### src/rtl/acdseq_pkg.sv
package acdseq_pkg;

    typedef enum logic [2:0] {
        ST_IDLE,
        ST_STEP,
        ST_ISOLATE,
        ST_DISCHARGE,
        ST_RECLOSE
    } seq_state_t;

    typedef struct packed {
        logic test_on;
        logic dis_en;
        logic sw_open;
    } drive_t;

    function automatic int unsigned max3(input int unsigned a, input int unsigned b,
                                         input int unsigned c);
        int unsigned m;
        m = (a > b) ? a : b;
        return (m > c) ? m : c;
    endfunction

    function automatic logic switch_held_open(input seq_state_t s);
        return (s == ST_ISOLATE) || (s == ST_DISCHARGE) || (s == ST_RECLOSE);
    endfunction

endpackage

### src/rtl/acdseq_tick_timer.sv
module acdseq_tick_timer #(
    parameter int W = 10
) (
    input  logic         clk,
    input  logic         rst,
    input  logic         clr,
    input  logic         tick,
    input  logic [W-1:0] limit_m1,
    output logic         expire
);
    logic [W-1:0] cnt;

    assign expire = tick && (cnt == limit_m1) && !clr;

    always_ff @(posedge clk) begin
        if (rst || clr) begin
            cnt <= '0;
        end else if (tick) begin
            cnt <= expire ? '0 : cnt + 1'b1;
        end
    end


    cnt_in_range_chk: assert property (@(posedge clk) disable iff (rst)
        cnt <= limit_m1);

endmodule

### src/rtl/acdseq_miss_counter.sv
module acdseq_miss_counter #(
    parameter int LIMIT = 4,
    parameter int W     = (LIMIT > 1) ? $clog2(LIMIT) : 1
) (
    input  logic clk,
    input  logic rst,
    input  logic clr,
    input  logic hit,
    output logic confirm
);
    logic [W-1:0] cnt;

    assign confirm = hit && (cnt == W'(LIMIT - 1));

    always_ff @(posedge clk) begin
        if (rst || clr || confirm) begin
            cnt <= '0;
        end else if (hit) begin
            cnt <= cnt + 1'b1;
        end
    end


    miss_advance_chk: assert property (@(posedge clk) disable iff (rst)
        (hit && !clr && !confirm) |=> (cnt == $past(cnt) + 1'b1));

endmodule

### src/rtl/acdseq_top.sv
module acdseq_top
    import acdseq_pkg::*;
#(
    parameter int IDLE_TICKS = 700,
    parameter int WIN_TICKS  = 12,
    parameter int DIS_TICKS  = 350,
    parameter int MISS_LIMIT = 4,
    parameter int STEPS      = 4,
    parameter int LVL_W      = $clog2(STEPS)
) (
    input  logic             clk,
    input  logic             rst,
    input  logic             zc_pulse,
    input  logic             latched,
    input  logic             ms_tick,
    output logic             test_on,
    output logic [LVL_W-1:0] test_level,
    output logic             dis_en,
    output logic             sw_open
);
    localparam int CNT_W = $clog2(max3(IDLE_TICKS, WIN_TICKS, DIS_TICKS));
    localparam logic [LVL_W-1:0] TOP = LVL_W'(STEPS - 1);

    seq_state_t       state;
    logic [LVL_W-1:0] level;
    logic             lat_q;
    logic [CNT_W-1:0] lim_m1;
    logic             tmr_clr, tmr_exp;
    logic             at_top, miss_hit, miss_clr, confirm;
    drive_t           drv;

    assign at_top   = (state == ST_STEP) && (level == TOP);
    assign tmr_clr  = (state == ST_STEP) && zc_pulse;
    assign miss_hit = at_top && tmr_exp && !zc_pulse;
    assign miss_clr = !at_top || zc_pulse;

    always_comb begin
        unique case (state)
            ST_IDLE:      lim_m1 = CNT_W'(IDLE_TICKS - 1);
            ST_STEP:      lim_m1 = CNT_W'(WIN_TICKS - 1);
            ST_DISCHARGE: lim_m1 = CNT_W'(DIS_TICKS - 1);
            default:      lim_m1 = '0;
        endcase
    end

    acdseq_tick_timer #(.W(CNT_W)) u_timer (
        .clk      (clk),
        .rst      (rst),
        .clr      (tmr_clr),
        .tick     (ms_tick),
        .limit_m1 (lim_m1),
        .expire   (tmr_exp)
    );

    acdseq_miss_counter #(.LIMIT(MISS_LIMIT)) u_miss (
        .clk     (clk),
        .rst     (rst),
        .clr     (miss_clr),
        .hit     (miss_hit),
        .confirm (confirm)
    );

    always_ff @(posedge clk) begin
        if (rst) begin
            state <= ST_IDLE;
            level <= '0;
            lat_q <= 1'b0;
        end else begin
            unique case (state)
                ST_IDLE: if (tmr_exp) begin
                    state <= ST_STEP;
                    level <= '0;
                end
                ST_STEP: if (zc_pulse) begin
                    state <= ST_IDLE;
                    level <= '0;
                end else if (tmr_exp) begin
                    if (level != TOP) begin
                        level <= level + 1'b1;
                    end else if (confirm) begin
                        lat_q <= latched;
                        level <= '0;
                        state <= latched ? ST_ISOLATE : ST_DISCHARGE;
                    end
                end
                ST_ISOLATE: if (tmr_exp) state <= ST_DISCHARGE;
                ST_DISCHARGE: if (tmr_exp) state <= lat_q ? ST_RECLOSE : ST_IDLE;
                ST_RECLOSE: if (tmr_exp) begin
                    state <= ST_IDLE;
                    lat_q <= 1'b0;
                end
                default: state <= ST_IDLE;
            endcase
        end
    end

    always_comb begin
        drv.test_on = (state == ST_STEP);
        drv.dis_en  = (state == ST_DISCHARGE);
        drv.sw_open = lat_q && switch_held_open(state);
    end

    assign test_on    = drv.test_on;
    assign test_level = drv.test_on ? level : '0;
    assign dis_en     = drv.dis_en;
    assign sw_open    = drv.sw_open;


    exclusive_chk: assert property (@(posedge clk) disable iff (rst)
        !(test_on && dis_en));


    abort_chk: assert property (@(posedge clk) disable iff (rst)
        (test_on && zc_pulse) |=> !test_on);


    level_step_chk: assert property (@(posedge clk) disable iff (rst)
        (test_on && $past(test_on)) |->
            (test_level == $past(test_level) || test_level == $past(test_level) + 1'b1));


    latched_order_chk: assert property (@(posedge clk) disable iff (rst)
        (sw_open && $rose(dis_en)) |-> $past(sw_open));


    reclose_chk: assert property (@(posedge clk) disable iff (rst)
        $fell(sw_open) |-> (!dis_en && !$past(dis_en)));


    confirm_source_chk: assert property (@(posedge clk) disable iff (rst)
        $rose(dis_en) && !$past(sw_open) |-> ($past(test_on) && $past(test_level) == TOP));

endmodule

### config.mk
export PLATFORM = sky130hd
export DESIGN_NAME = acdseq_top
export DESIGN_NICKNAME = d
export VERILOG_FILES = /design/src/rtl/acdseq_pkg.sv /design/src/rtl/acdseq_tick_timer.sv /design/src/rtl/acdseq_miss_counter.sv /design/src/rtl/acdseq_top.sv
export SDC_FILE = /design/constraint.sdc
export NUM_CORES = 1
export LEC_CHECK = 0
export BUFFER_PORTS_ARGS = -buffer_cell sky130_fd_sc_hd__buf_2
export CAP_MARGIN = 0
export CORE_MARGIN = 1
export CORE_UTILIZATION = 58
export CTS_CLUSTER_DIAMETER = 60
export CTS_CLUSTER_SIZE = 40
export DETAILED_ROUTE_END_ITERATION = 10
export PLACE_DENSITY = 0.85
export SETUP_SLACK_MARGIN = 0.05
export SLEW_MARGIN = 20
export SYNTH_ARGS = -nofsm -noshare
export SYNTH_HDL_FRONTEND = slang
export SYNTH_SLANG_ARGS = --single-unit
export TNS_END_PERCENT = 1
### constraint.sdc
create_clock -name clk -period 2.1 [get_ports clk]
set_input_delay 0.105 -clock clk [delete_from_list [all_inputs] [get_ports clk]]
set_output_delay 0.105 -clock clk [all_outputs]
set_load 0.02 [all_outputs]
=== Word level (Yosys, flattened, before mapping) ===
Index checks and enable logic that the tools add are counted.

* Register bits: 18
* Input bits: 5
* Output and inout port bits: 5
* Logic and storage cells: 77

* Add/sub/neg operators: 3
* Equal/unequal tests: 20
* Muxes and demuxes: 26
* Reduce and logical (&&, ||, !) cells: 23

{| class="wikitable"
|+ Operator list
! operator !! count
|-
| $pmux W10 S3 || 1
|-
| $mux W3 || 9
|-
| $pmux W3 S5 || 1
|-
| $mux W2 || 6
|-
| $ne A2 B2 Y1 const B || 6
|-
| $add A10 B1 Y10 const B || 1
|-
| $eq A10 B10 Y1 || 1
|-
| $mux W10 || 1
|-
| $logic_and A1 B1 Y1 || 8
|-
| $reduce_and A7 Y1 || 1
|-
| $eq A3 B2 Y1 const B || 2
|-
| $logic_or A1 B1 Y1 || 6
|-
| $mux W1 || 6
|-
| $ne A2 B1 Y1 const B || 3
|-
| $ne A3 B2 Y1 const B || 2
|-
| $reduce_and A6 Y1 || 1
|-
| $add A2 B1 Y2 const B || 2
|-
| $eq A2 B2 Y1 const B || 2
|-
| $ne A4 B2 Y1 const B || 1
|-
| $pmux W2 S2 || 1
|-
| $reduce_and A4 Y1 || 1
|-
| $reduce_bool A2 Y1 || 2
|-
| $eq A3 B1 Y1 const B || 1
|-
| $eq A3 B3 Y1 const B || 1
|-
| other kinds (4) || 6
|}

=== Depth between registers and ports, before layout ===
* Depth after elaboration: 13
* Mapped depth: 7
* Depth with buffers taken out: 6

=== By module ===
A second synthesis with hierarchy kept.

* Cells, all modules: 140
* Area total of the unflattened synthesis: 1,223.7 µm²

{| class="wikitable"
|+ By module, submodules not included
! module !! times used !! cells each !! area each (µm²) !! seq. area each (µm²)
|-
| acdseq_tick_timer || 1 || 66 || 589.3 || 200.2
|-
| acdseq_top || 1 || 64 || 526.8 || 120.1
|-
| acdseq_miss_counter || 1 || 10 || 107.6 || 40.0
|}

=== Least setup slack after synthesis ===
OpenSTA, ideal clock, no wires.

* Path kind: register -> register
* Start point: reg u_timer.cnt[6]
* End point: reg state[1]
* Setup time: 0.117 ns
* Arrival: 1.690 ns
* Path slack: 0.293 ns
* Stages on the path, launching flop included: 6
* Buffers on the path: 0
* Period minus slack after synthesis: 1.807 ns
* Cells stage by stage: dfxtp_1 -> or3_4 -> mux2i_4 -> nand3_4 -> or4_1 -> a22o_1

* Longest elaborated chain between the ends: 8
* Elaborated cells on any way between the ends: 13
* Classes of those cells: 7 x eq/ne; 6 x reduce/logical

{| class="wikitable"
|+ Ends and longest elaborated chain
! element !! RTL line !! source
|-
| start: declaration || acdseq_tick_timer.sv:11 || <nowiki>logic [W-1:0] cnt;</nowiki>
|-
| start signal: assignment || acdseq_tick_timer.sv:19 || <nowiki>cnt <= expire ? '0 : cnt + 1'b1;</nowiki>
|-
| $eq A10 B10 Y1 * || acdseq_tick_timer.sv:13 || <nowiki>assign expire = tick && (cnt == limit_m1) && !clr;</nowiki>
|-
| $logic_and A1 B1 Y1 * (2 in a row) || acdseq_tick_timer.sv:13 ||
|-
| $logic_and A1 B1 Y1 (2 in a row) || acdseq_top.sv:34 || <nowiki>assign miss_hit = at_top && tmr_exp && !zc_pulse;</nowiki>
|-
| $logic_and A1 B1 Y1 || acdseq_miss_counter.sv:13 || <nowiki>assign confirm = hit && (cnt == W'(LIMIT - 1));</nowiki>
|-
| $ne A3 B2 Y1 (no line) || n/a ||
|-
| $reduce_and A7 Y1 (no line) * || n/a ||
|-
| end signal: assignment || acdseq_top.sv:83 || <nowiki>state <= latched ? ST_ISOLATE : ST_DISCHARGE;</nowiki>
|-
| end signal: assignment || acdseq_top.sv:87 || <nowiki>ST_DISCHARGE: if (tmr_exp) state <= lat_q ? ST_RECLOSE : ST_IDLE;</nowiki>
|-
| end: declaration || acdseq_top.sv:24 || <nowiki>seq_state_t state;</nowiki>
|}

Mark *: on every way between the ends. The rest lies on a longest branch, timed or not.
A chain may end at the register's enable or synchronous reset.

=== Final worst setup path ===
* Start point: reg state[2]
* End point: reg state[1]

* Longest elaborated chain between the ends: 10
* Elaborated cells on any way between the ends: 24
* Classes of those cells: 12 x eq/ne; 2 x mux; 10 x reduce/logical

{| class="wikitable"
|+ Ends and longest elaborated chain
! element !! RTL line !! source
|-
| $eq A3 B2 Y1 (tied with other cells) || acdseq_top.sv:38, acdseq_top.sv:69 ||
|-
| $pmux W10 S3 || acdseq_top.sv:38 || <nowiki>unique case (state)</nowiki>
|-
| $eq A10 B10 Y1 || acdseq_tick_timer.sv:13 ||
|-
| $logic_and A1 B1 Y1 (2 in a row) || acdseq_tick_timer.sv:13 ||
|-
| $logic_and A1 B1 Y1 (2 in a row) || acdseq_top.sv:34 ||
|-
| $logic_and A1 B1 Y1 || acdseq_miss_counter.sv:13 ||
|-
| $ne A3 B2 Y1 (no line) || n/a ||
|-
| $reduce_and A7 Y1 (no line) || n/a ||
|}

Several ways; a longest one is shown, not always the timed one.

==> metrics.md <==
| Metric | Value |
|---|---|
| CP endpoint kind | `flop` |
| Largest net degree at the start of global routing | `14` |
| Final setup vio count | `0` |
| Clk sinks | `18` |
| CTS tree | `built` |
| Hold path start | `rst` |
| Main flop type after synthesis | `dfxtp_1` |
| DRT antenna net count | `0` |
| EDFF count, synth | `0` |
| Pwr dens | `roughly 460 mW/mm2` |
| Nets@finish | `161` |
| Slew Limit Fails | `0` |
| Share of the synthesized area in the top cell type | `30.1%` |
| Die X-Extent | `47.5 um` |
| Period utilization | `93.0%` |
| Combinational share of power | `5.9%` |
| Clock power frac | `between 30% and 40%` |
| Clk slew on worst S/H paths | `about 0.11 ns` |
| Internal power | `0.465 mW` |
| Synthesized area | `approximately 0.0012 mm2` |
| Switch Pwr | `roughly 0.14 mW` |
| Failing checks | `DRC` |
| Power after layout | `between 0.6 and 0.7 mW` |
| Core Area | `about 0.0020 mm2` |
| Crit path launch type | `flop` |
| Initial DRC count | `39` |
| DRT Pass-1 Iters | `7` |
| Post-DP HPWL | `between 1500 and 2000 um` |
| Via density | `approximately 6.2` |
| Overall routed net length | `2640 um` |
| Crit Reg-Reg Startpoint | `state[2]$_SDFFE_PP0P_` |
| Die height | `47.5 um` |
| Post-synthesis sequential area ratio | `30.1%` |
| CP max-delay cell | `or4_1` |
| Root Driver | `clkbuf_4` |
| Setup TNS | `0 ns` |
| Achievable Freq | `512 MHz` |
| H-tree Lvls | `1` |
| Inserted Diodes | `0` |
| Pleak | `0.557 nW` |
| RSZ-0062 raised after global routing | `false` |
| Synth unique cells | `48` |
| Async SR Flop Fraction | `0%` |
| Post-Syn Instances | `between 100 and 150` |
| Commonest cells after routing, fill and taps aside | `15 x nor3_1, 15 x dfxtp_1, 12 x nand2_1` |
| Std-Cell Rows | `16` |
| Critical path, cell by cell | `nor3_1 > and3_1 > o211ai_1 > or4_1 > a22o_1` |
| Sw Share | `a little under a quarter` |
| Final critical-path required period | `around 2 ns` |
| Mapped Avg Cell Area | `about 8.6 um2` |
| Outcome | `finished with violations` |
| Worst Hold Class | `primary input to flop` |
| Vias in the first global route | `943` |
| Syn nets | `148` |
| Initial antenna violation count | `0` |
| Yosys top cell by area | `dfxtp_1` |
| Routability cong. | `a little under 0.9` |
| GRT Overall Usage | `26.9%` |
| CTS Hold Bufs | `0` |
| DP Area | `0.00127 mm2` |
| WS Path Type | `flop to flop` |
| # IOs | `10` |
| Max incr delay on CP | `0.58 ns` |
| Clock Skews | `0.00158 ns` |
| Buf/Inv on CP | `0` |
| Avg WL per Cell | `14.7 um` |
| Initial core utilization | `between 60% and 70%` |
| Arrival time worst endpoint | `2.16 ns` |
| Total of max-cap violations | `0` |
| #FFs+latches synth | `18` |
| Maximum buffer depth of the clock tree | `2` |
| Final hold vios | `0` |
| Area growth syn-to-layout | `9.71%` |
| Die area | `0.00225 mm2` |
| Worst-path fanout max | `13` |
| Number of synthesis warnings | `0` |
| First-pass GRT wire length | `4270 um` |
| DR vias | `1,108` |
| Fraction of layout cells with a size suffix above 1 | `21.7%` |
| Slew @ Worst Pin | `0.518 ns` |
| Post-route DRC | `1` |
| Sequential share of power | `58.0%` |
| Cell area after layout | `about 0.0013 mm2` |
| Crit path from | `state[2]$_SDFFE_PP0P_` |
| Synth area leaders | `dfxtp_1 30%, nor3_1 6.3%, xor2_1 4.4%` |
| Slew HR | `65.3%` |
| CTS buffer count | `3` |
| Peak VDD IR | `0.438 mV` |
| CP top delay family | `simple AND/OR/NAND/NOR gates` |
| GRT overflow | `0` |
| Critical Path RT | `2.30 ns` |
| Port Buf Inserts | `9` |
| Clk_lat worst skew | `0.30 ns` |
[metal layers]
layer / vias to the layer above / track usage, % / part of all wire, %
met1: 511 / 36.7 / 45
met2: 47 / 42.7 / 47
met3: 10 / 3.40 / 5.5
li1: 540 / - / -
met4: 0 / 11.4 / 2.5
met5: - / 0 / 0
[synth_stat cells, types with 3 or more instances]
cell type,n
dfxtp_1,18
nor3_1,15
nand2_1,12
nand3_1,8
nor2_1,8
xor2_1,6
xnor2_1,5
and3_1,4
nand4_1,4
a21oi_1,3
ha_1,3
inv_1,3
mux2i_1,3
nor4_1,3
o211ai_1,3
[timing repair]
| item | in CTS | in global routing |
|---|---|---|
| pin swaps | 0 | 1 |
| resized for setup | 1 | 3 |
| setup endpoints to repair | 2 | 16 |
| gates cloned | 0 | 0 |
| setup buffers | 0 | 1 |
[flip-flops by register name (all words and copies together), names as in the netlist]
| register | flops |
|---|---|
| u_miss.cnt | 2 |
| lat_q | 1 |
| u_timer.cnt | 10 |
| level | 2 |
| state | 3 |
[cell type report]
class                   instances  area, um2
clock buffers                   4       36.3
fillers                       190        647
inverters                       3       11.3
multi-input cells             112        779
flip-flops and latches         18        364
well taps                      27       33.8
repair buffers                 15       90.1
[kinds of logic after synthesis]
family	count (synthesis)	synth area share (%)
adders and majority gates	3	3.13
AOI/OAI and AO/OA	22	13.7
and+or+nand+nor	71	34.9
muxes	5	5.32
buffers and inverters	10	4.91
DFF	18	30.1
xor gates and xnor gates	11	8.04
[worst reg2reg max path, stage by stage, from the launching register on]
cell and delay [ns]:
dfxtp_2 0.39, nor3_1 0.25, and3_1 0.22, o211ai_1 0.21
or4_1 0.58, a22o_1 0.20
[power by group through the flow]
| stage | combinational (mW) | clock (mW) | sequential, mW |
|---|---|---|---|
| 2_1_floorplan | 0.0268 | 0 | 0.358 |
| 3_3_place_gp | 0.0339 | 0 | 0.360 |
| 3_5_place_dp | 0.0348 | 0 | 0.360 |
| 4_1_cts | 0.0356 | 0.225 | 0.353 |
| 5_1_grt | 0.0393 | 0.238 | 0.353 |
| 6_report | 0.0357 | 0.220 | 0.353 |
[metrics by stage]
| step | cells | hold WS (ns) | util (%) | setup slack (ns) |
|---|---|---|---|---|
| after floorplan | 140 | 0.310 | - | 0.293 |
| after global placement | 174 | 0.400 | 64.6 | 0.148 |
| after detailed placement | 174 | 0.425 | 64.6 | 0.0909 |
| after CTS | 178 | 0.101 | 66.5 | 0.0501 |
| after global routing | 179 | 0.101 | 67.0 | 0.0576 |
| final | 179 | 0.103 | 67.0 | 0.148 |
[final timing paths]
kind / to / slack (ns) / depth (start not counted)
setup / recovery: state[1]$_SDFFE_PP0P_ / 0.15 / 5
hold / removal: lat_q$_SDFFE_PP0P_ / 0.10 / 2
setup reg to reg: state[1]$_SDFFE_PP0P_ / 0.15 / 5
hold reg to reg: u_miss.cnt[1]$_SDFFE_PP0P_ / 0.49 / 2
Power figures use the tool's default switching activity.
